**config.mk**
```make
export PLATFORM = sky130hd
export DESIGN_NAME = dsx_pwm_dac
export DESIGN_NICKNAME = d
export VERILOG_FILES = /design/src/rtl/dsx_pwm_pkg.sv /design/src/rtl/dsx_period_timer.sv /design/src/rtl/dsx_channel.sv /design/src/rtl/dsx_pwm_dac.sv
export SDC_FILE = /design/constraint.sdc
export NUM_CORES = 1
export LEC_CHECK = 0
export ABC_CLOCK_PERIOD_IN_PS = 3800
export BUFFER_PORTS_ARGS = -buffer_cell sky130_fd_sc_hd__buf_2
export CAP_MARGIN = 0
export CORE_MARGIN = 2
export CORE_UTILIZATION = 32
export DETAILED_ROUTE_END_ITERATION = 7
export PLACE_DENSITY_LB_ADDON = 0.25
export SLEW_MARGIN = 20
export SYNTH_ARGS = -nofsm -noshare
export SYNTH_HDL_FRONTEND = slang
export SYNTH_HIERARCHICAL = 1
export SYNTH_SLANG_ARGS = --single-unit
```
**constraint.sdc**
```tcl
create_clock -name clk_i -period 3.8 [get_ports clk_i]
set_input_delay 0.95 -clock clk_i [delete_from_list [all_inputs] [get_ports clk_i]]
set_output_delay 0.95 -clock clk_i [all_outputs]
set_load 0.01 [all_outputs]
```
**src/rtl/dsx_pwm_pkg.sv**
```systemverilog
package dsx_pwm_pkg;

   // index width that stays legal for a single-entry range
   function automatic int idx_width(input int n);
      return (n > 1) ? $clog2(n) : 1;
   endfunction

endpackage

```
**src/rtl/dsx_period_timer.sv**
```systemverilog
module dsx_period_timer #(
   parameter int COARSE_W = 14
) (
   input  logic                clk_i,
   input  logic                rst_ni,
   input  logic                en_i,
   output logic [COARSE_W-1:0] cnt_o,
   output logic                tick_o
);
   localparam logic [COARSE_W-1:0] CNT_LAST = {COARSE_W{1'b1}};

   logic [COARSE_W-1:0] cnt_q;

   // parked on the last count so the first enabled edge is a boundary
   always_ff @(posedge clk_i or negedge rst_ni) begin
      if (!rst_ni)    cnt_q <= CNT_LAST;
      else if (!en_i) cnt_q <= CNT_LAST;
      else            cnt_q <= cnt_q + 1'b1;
   end

   assign cnt_o  = cnt_q;
   assign tick_o = en_i && (cnt_q == CNT_LAST);
endmodule

```
**src/rtl/dsx_channel.sv**
```systemverilog
module dsx_channel #(
   parameter int COARSE_W = 14,
   parameter int FRAC_W   = 8,
   parameter int SP_W     = COARSE_W + FRAC_W
) (
   input  logic                clk_i,
   input  logic                rst_ni,
   input  logic                en_i,
   input  logic                tick_i,
   input  logic                wr_i,
   input  logic [SP_W-1:0]     data_i,
   input  logic [COARSE_W-1:0] cnt_i,
   output logic                pwm_o,
   output logic [COARSE_W:0]   width_o
);
   logic [SP_W-1:0]     shadow_q;
   logic [COARSE_W-1:0] coarse;
   logic                carry;
   logic [COARSE_W:0]   width_q;
   logic                raw;
   logic                pwm_q;

   if (SP_W != COARSE_W + FRAC_W) begin : g_bad_sp
      $error("SP_W must equal COARSE_W + FRAC_W");
   end

   always_ff @(posedge clk_i or negedge rst_ni) begin
      if (!rst_ni)   shadow_q <= '0;
      else if (wr_i) shadow_q <= data_i;
   end

   assign coarse = shadow_q[SP_W-1:FRAC_W];

   if (FRAC_W > 0) begin : g_dither
      logic [FRAC_W-1:0] acc_q;
      logic [FRAC_W:0]   acc_sum;

      assign acc_sum = {1'b0, acc_q} + {1'b0, shadow_q[FRAC_W-1:0]};
      assign carry   = acc_sum[FRAC_W];

      always_ff @(posedge clk_i or negedge rst_ni) begin
         if (!rst_ni)     acc_q <= '0;
         else if (!en_i)  acc_q <= '0;
         else if (tick_i) acc_q <= acc_sum[FRAC_W-1:0];
      end
   end else begin : g_plain
      assign carry = 1'b0;
   end

   // one extra bit so full-period saturation fits
   always_ff @(posedge clk_i or negedge rst_ni) begin
      if (!rst_ni)     width_q <= '0;
      else if (!en_i)  width_q <= '0;
      else if (tick_i) width_q <= {1'b0, coarse} + (COARSE_W+1)'(carry);
   end

   assign raw = ({1'b0, cnt_i} < width_q);

   always_ff @(posedge clk_i or negedge rst_ni) begin
      if (!rst_ni) pwm_q <= 1'b0;
      else         pwm_q <= raw;
   end

   assign pwm_o   = pwm_q;
   assign width_o = width_q;
endmodule

```
**src/rtl/dsx_pwm_dac.sv**
```systemverilog
module dsx_pwm_dac #(
   parameter int NUM_CH   = 10,
   parameter int COARSE_W = 14,
   parameter int FRAC_W   = 8,
   parameter int SP_W     = COARSE_W + FRAC_W,
   parameter int CH_W     = dsx_pwm_pkg::idx_width(NUM_CH)
) (
   input  logic              clk_i,
   input  logic              rst_ni,
   input  logic              en_i,
   input  logic              wr_en_i,
   input  logic [CH_W-1:0]   wr_ch_i,
   input  logic [SP_W-1:0]   wr_data_i,
   output logic [NUM_CH-1:0] pwm_o
);
   if (NUM_CH < 1) begin : g_bad_ch
      $error("NUM_CH must be at least 1");
   end
   if (COARSE_W < 2) begin : g_bad_cw
      $error("COARSE_W must be at least 2");
   end
   if (FRAC_W < 0) begin : g_bad_fw
      $error("FRAC_W must not be negative");
   end
   if ((1 << CH_W) < NUM_CH) begin : g_bad_idx
      $error("CH_W too narrow for NUM_CH");
   end

   logic [COARSE_W-1:0]             cnt;
   logic                            tick;
   logic [NUM_CH-1:0][COARSE_W:0]   width_all;

   dsx_period_timer #(.COARSE_W(COARSE_W)) u_timer (
      .clk_i  (clk_i),
      .rst_ni (rst_ni),
      .en_i   (en_i),
      .cnt_o  (cnt),
      .tick_o (tick)
   );

   for (genvar i = 0; i < NUM_CH; i++) begin : g_ch
      logic sel;
      assign sel = wr_en_i && (wr_ch_i == CH_W'(i));

      dsx_channel #(
         .COARSE_W (COARSE_W),
         .FRAC_W   (FRAC_W),
         .SP_W     (SP_W)
      ) u_ch (
         .clk_i   (clk_i),
         .rst_ni  (rst_ni),
         .en_i    (en_i),
         .tick_i  (tick),
         .wr_i    (sel),
         .data_i  (wr_data_i),
         .cnt_i   (cnt),
         .pwm_o   (pwm_o[i]),
         .width_o (width_all[i])
      );
   end
endmodule

```
=== Word level (Yosys, flattened, before mapping) ===
Index checks and enable logic that the tools add are counted.

* Register bits after elaboration: 474
* Output and inout port bits: 10

* $lt $le $gt $ge: 10
* Reductions and logical operators: 12
* Eq/ne operators: 11
* Add/sub/neg operators: 21
* Mux-type cells: 41

{| class="wikitable"
|+ Operators with widths
! cell !! count
|-
| $mux 15 || 20
|-
| $mux 8 || 20
|-
| $add 14x1->15 || 10
|-
| $lt 14x15->1 || 10
|-
| $add 8x8->9 || 10
|-
| $eq 4x3->1 const B || 4
|-
| $add 14x1->14 const B || 1
|-
| $eq 14x14->1 const B || 1
|-
| $mux 14 || 1
|-
| $logic_and 1x1->1 || 11
|-
| $eq 4x2->1 const B || 2
|-
| $eq 4x4->1 const B || 2
|-
| $eq 4x1->1 const B || 1
|-
| $logic_not 4->1 || 1
|-
| $ne 2x1->1 const B || 1
|}

=== Logic depth before layout (Yosys ltp) ===
* Word-level depth: 4
* Gate-level depth with buffers: 15
* Depth with buffers taken out: 15

=== By module ===
The synthesis kept the hierarchy.

{| class="wikitable"
|+ By module, submodules not included
! module !! area an instance (um^2) !! cells each !! sequential area each (um^2) !! times used
|-
| dsx_channel (g_ch[2].u_ch ...) || 2,655.0 || 252 || 1,151.1 || 7
|-
| dsx_channel (g_ch[0].u_ch ...) || 2,656.3 || 252 || 1,151.1 || 3
|-
| dsx_period_timer || 728.2 || 71 || 367.9 || 1
|-
| dsx_pwm_dac || 86.3 || 16 || 0.0 || 1
|}

=== Worst setup path before layout ===
OpenSTA, ideal clock, no wires.

* Kind: reg2reg
* From: register u_timer.cnt_q[1] (netlist: u_timer/cnt_o[1])
* To: register g_ch[0].u_ch.width_q[6]
* Slack: 0.384 ns
* Cell stages (with the launch flop): 9
* Setup time: 0.120 ns
* Data arrival time: 3.296 ns
* Clock period less this slack: 3.416 ns
* Path buffers: 2
* Cells stage by stage: dfstp_2 > ha_1 > nand4_4 > or4_1 > nor2_1 > buf_2 > clkbuf_1 > nand3_1 > o211a_1

* Longest elaborated chain between the ends: 3

{| class="wikitable"
|+ RTL lines
! item !! line !! text
|-
| start: declaration || dsx_period_timer.sv:12 || <nowiki>logic [COARSE_W-1:0] cnt_q;</nowiki>
|-
| start signal: assignment || dsx_period_timer.sv:18 || <nowiki>else cnt_q <= cnt_q + 1'b1;</nowiki>
|-
| $eq 14x14->1 || dsx_period_timer.sv:22 || <nowiki>assign tick_o = en_i && (cnt_q == CNT_LAST);</nowiki>
|-
| $logic_and 1x1->1 || dsx_period_timer.sv:22 ||
|-
| via tick || dsx_pwm_dac.sv:30 || <nowiki>logic tick;</nowiki>
|-
| $ne 2x1->1 (no line) || -- ||
|-
| end signal: assignment || dsx_channel.sv:54 || <nowiki>else if (tick_i) width_q <= {1'b0, coarse} + (COARSE_W+1)'(carry);</nowiki>
|-
| end: declaration || dsx_channel.sv:19 || <nowiki>logic [COARSE_W:0] width_q;</nowiki>
|}

The timed path passes the listed nets, and every way through them passes these cells.
A chain may end at the register's enable or synchronous reset.

=== Worst setup path after layout ===
* From: register g_ch[1].u_ch.shadow_q[0]
* To: register g_ch[1].u_ch.width_q[12]

* Longest elaborated chain between the ends: 4

{| class="wikitable"
|+ RTL lines
! item !! line !! text
|-
| start: declaration || dsx_channel.sv:16 || <nowiki>logic [SP_W-1:0] shadow_q;</nowiki>
|-
| start signal: assignment || dsx_channel.sv:29 || <nowiki>else if (wr_i) shadow_q <= data_i;</nowiki>
|-
| $add 8x8->9 || dsx_channel.sv:38 || <nowiki>assign acc_sum = {1'b0, acc_q} + {1'b0, shadow_q[FRAC_W-1:0]};</nowiki>
|-
| $add 14x1->15 || dsx_channel.sv:54 ||
|-
| $mux 15 || dsx_channel.sv:54 ||
|-
| $mux 15 || dsx_channel.sv:53 || <nowiki>else if (!en_i) width_q <= '0;</nowiki>
|-
| end signal: assignment || dsx_channel.sv:54 ||
|-
| end: declaration || dsx_channel.sv:19 ||
|}

Every way passes these cells. The select of a mux whose other input is x is not followed.

==> results_dict.tcl <==
set metrics [dict create \
    ys_warn_count 6 \
    required_ns 4.27 \
    dieArea_um2 87880 \
    drt-initial-drc-count 1003 \
    ant_nets 0 \
    grt_max_degree 125 \
    slew-limit-headroom_pct 51.52 \
    sw_frac_of_total_pct 31.52 \
    synth_area_um2 27370 \
    synth.area.top_cells "dfrtp_1 42%, ha_1 11%, mux2_2 7.9%" \
    start_util_pct 32.19 \
    ys_seq_elements 474 \
    pre_cts_ws_ns 0.6951 \
    rows 107 \
    cts_sinks 474 \
    p_sw_w 0.004938 \
    finish.instance_area_um2 30920 \
    arrival_ns 3.61 \
    clkPwrFrac_pct 33.5 \
    outcome "finished, final reports clean" \
    grt_antenna_before_repair 9 \
    avgSynthCellArea_um2 10.50 \
    vias 19538 \
    fillers 8342 \
    crit_fanout 6 \
    fmax_mhz 318.6 \
    peakVddDrop_mv 0.2747 \
    drive_gt1_share_pct 16.52 \
    place_hpwl_mm 45.57 \
    cts_tree "built" \
    grt_pass1_wl_mm 112.8 \
    syn_inst 2607 \
    clk_latency_ns 0.60 \
    synthTopCellsByCount "460 x dfrtp_1, 231 x ha_1, 204 x inv_1, 199 x nand2_1, 193 x mux2_2" \
    nets 2927 \
    critical-path-top-delay-family "adder cells" \
    grt.overflow.total 0 \
    max_stage_delay_ns 0.39 \
    sequentialPowerShare_pct 42.1 \
    utilization_pct 36.38 \
    yosysMostFrequentCell "dfrtp_1" \
    endpoint_kind "flop" \
    async_flop_share_pct 100.0 \
    crit_slowest_cell "fa_1" \
    power.density_nw_per_um2 506.6 \
    tns_ns 0 \
    cts_root_buf "clkbuf_16" \
    coreArea_um2 85010 \
    worstHoldPathType "primary input to asynchronous set/reset pin" \
    yosysUniqueCellTypes 53 \
    placed_cells 3745 \
    fin_crit_sh_pct 82.60 \
    area_delta_synth_final_pct 12.99 \
    setup_viol 0 \
    maxSlewViolCount 0 \
    fp.dieH_um 296.5 \
    max_cap_viol_count 0 \
    top_level_ports 40 \
    cts_buffer_depth 3 \
    io_buffer_count 39 \
    synth_top_area_cell "dfrtp_1" \
    crit_chain "ha_1 -> inv_1 -> fa_1 -> nor2b_1 -> o21ai_1 -> a21oi_1 -> o211ai_1 -> nand2_1 -> ha_1 -> ha_1 -> nand3_2 -> nor3_2 -> and2_1 -> xnor2_1 -> a21oi_1" \
    p_leak_nw 14.04 \
    synth_flop_cell "dfrtp_1" \
    critPathKind "flop to flop" \
    die_w_um 296.5 \
    skew_ns 0.02648 \
    cts-buffers-inserted 53 \
    gp_congestion 0.7757 \
    wl_mm 70.62 \
    tightestPinTransition_ns 0.7272 \
    fin_cells 3847 \
    finalHoldViolations 0 \
    synth_top_area_share_pct 42.06 \
    drc_errors 0 \
    ctsResizeCount 0 \
    critPathLaunchType "flop" \
    synth_nets 2878 \
    postCtsSetupBuffers 0 \
    track_usage_pct 16.42 \
    synth_edf_count 0 \
    dpl_cell_area_um2 29150 \
    firstDrtPassIters 5 \
    final.min_clock_period_ns 3.139 \
    clkTransAtPathRegs_ns 0.06 \
    crit_buf_inv 1 \
    routedWlPerCell_um 18.36 \
    via_per_inst 5.079 \
    worst_slack_ns 0.6613 \
    cp_common_cell "ha_1" \
    htree_num_levels 2 \
    p_int_w 0.01073 \
    comb_power_share_pct 24.4 \
    cts_hold_buf 0 \
    rsz0062_at_grt "false" \
    grt_pass1_vias 20242 \
    ys_seq_area_share_pct 43.40 \
]
## layer usage
layer  vias up  track usage, %  routed length, um
met1      9693           20.36              31520
met4         8           5.790               2422
li1       9404               -                  -
met2       304           28.66              33950
met3       129           2.824               2685
met5         -               0                 41
## sequential cells by signal, summed over array words and instances, names as in the netlist
register / cells
g_ch.u_ch/width_o: 150
g_ch.u_ch/shadow_q: 220
g_ch.u_ch/g_dither.acc_q: 80
u_timer/cnt_o: 14
g_ch.u_ch/pwm_o: 10
## power groups by stage
stage | combinational, W | clock [W] | sequential [W]
final | 0.00382 | 0.00525 | 0.00660
after global routing | 0.00435 | 0.00563 | 0.00673
after CTS | 0.00387 | 0.00542 | 0.00660
after detailed placement | 0.00385 | 0 | 0.00669
after global placement | 0.00369 | 0 | 0.00665
after floorplan | 0.00262 | 0 | 0.00660
## through the flow
step	hold slack, ns	power [W]
after floorplan	0.4538	0.009229
after global placement	0.4714	0.01034
after detailed placement	0.4823	0.01054
after CTS	0.3462	0.01590
after global routing	0.3777	0.01671
final	0.3112	0.01567
## cell type report
type	count	area (um^2)	share of cell area, %
tap	1144	1431	4.629
antenna	4	10.01	0.03237
inverter	204	765.7	2.476
sequential	474	11880	38.41
timing repair buffer	86	704.4	2.278
multi-input combinational	1837	14370	46.45
clock inverter	9	123.9	0.4006
clock buffer	89	1644	5.317
## worst paths after layout
path / startpoint / end / slack (ns) / depth (start not counted)
max: g_ch[1].u_ch/shadow_q[0] / g_ch[1].u_ch/width_o[12] / 0.66 / 15
min: rst_ni / g_ch[0].u_ch/g_dither.acc_q[0] / 0.31 / 1
max reg2reg: g_ch[1].u_ch/shadow_q[0] / g_ch[1].u_ch/width_o[12] / 0.66 / 15
min reg2reg: g_ch[0].u_ch/g_dither.acc_q[4] / g_ch[0].u_ch/g_dither.acc_q[4] / 0.49 / 2
max in group asynchronous: rst_ni / g_ch[6].u_ch/pwm_o / 2.53 / 2
min in group clk_i: g_ch[0].u_ch/g_dither.acc_q[4] / g_ch[0].u_ch/g_dither.acc_q[4] / 0.49 / 2
## placed cells by master, fill, tap and decap left out, types with 22 or more instances in the layout
master and n:
mux2i_1 50, xnor2_1 71, o21ai_0 186, xor2_1 40, a21oi_1 130, ha_1 231
buf_2 37, buf_4 36, nor3_2 22, o211a_1 80, nand3_1 95, nand2b_1 25
inv_1 204, or3_1 30, mux2_2 193, nand2_1 199, nor2b_1 80, dfrtp_1 460
a21o_1 30, nor2_1 71, clkbuf_16 55
## kinds of logic (layout without fill, tap and decap cells)
| family | after synthesis | after routing | synth area share [%] |
|---|---|---|---|
| buffers and inverters | 296 | 388 | 4.261 |
| AOI/OAI and AO/OA | 561 | 561 | 13.64 |
| muxes | 243 | 243 | 9.770 |
| xor gates and xnor gates | 111 | 111 | 3.552 |
| other | 0 | 4 | 0 |
| adders and majority gates | 241 | 241 | 11.29 |
| and+or+nand+nor | 681 | 681 | 14.09 |
| DFF | 474 | 474 | 43.40 |
Note: power is estimated with default switching activity, not from simulation.
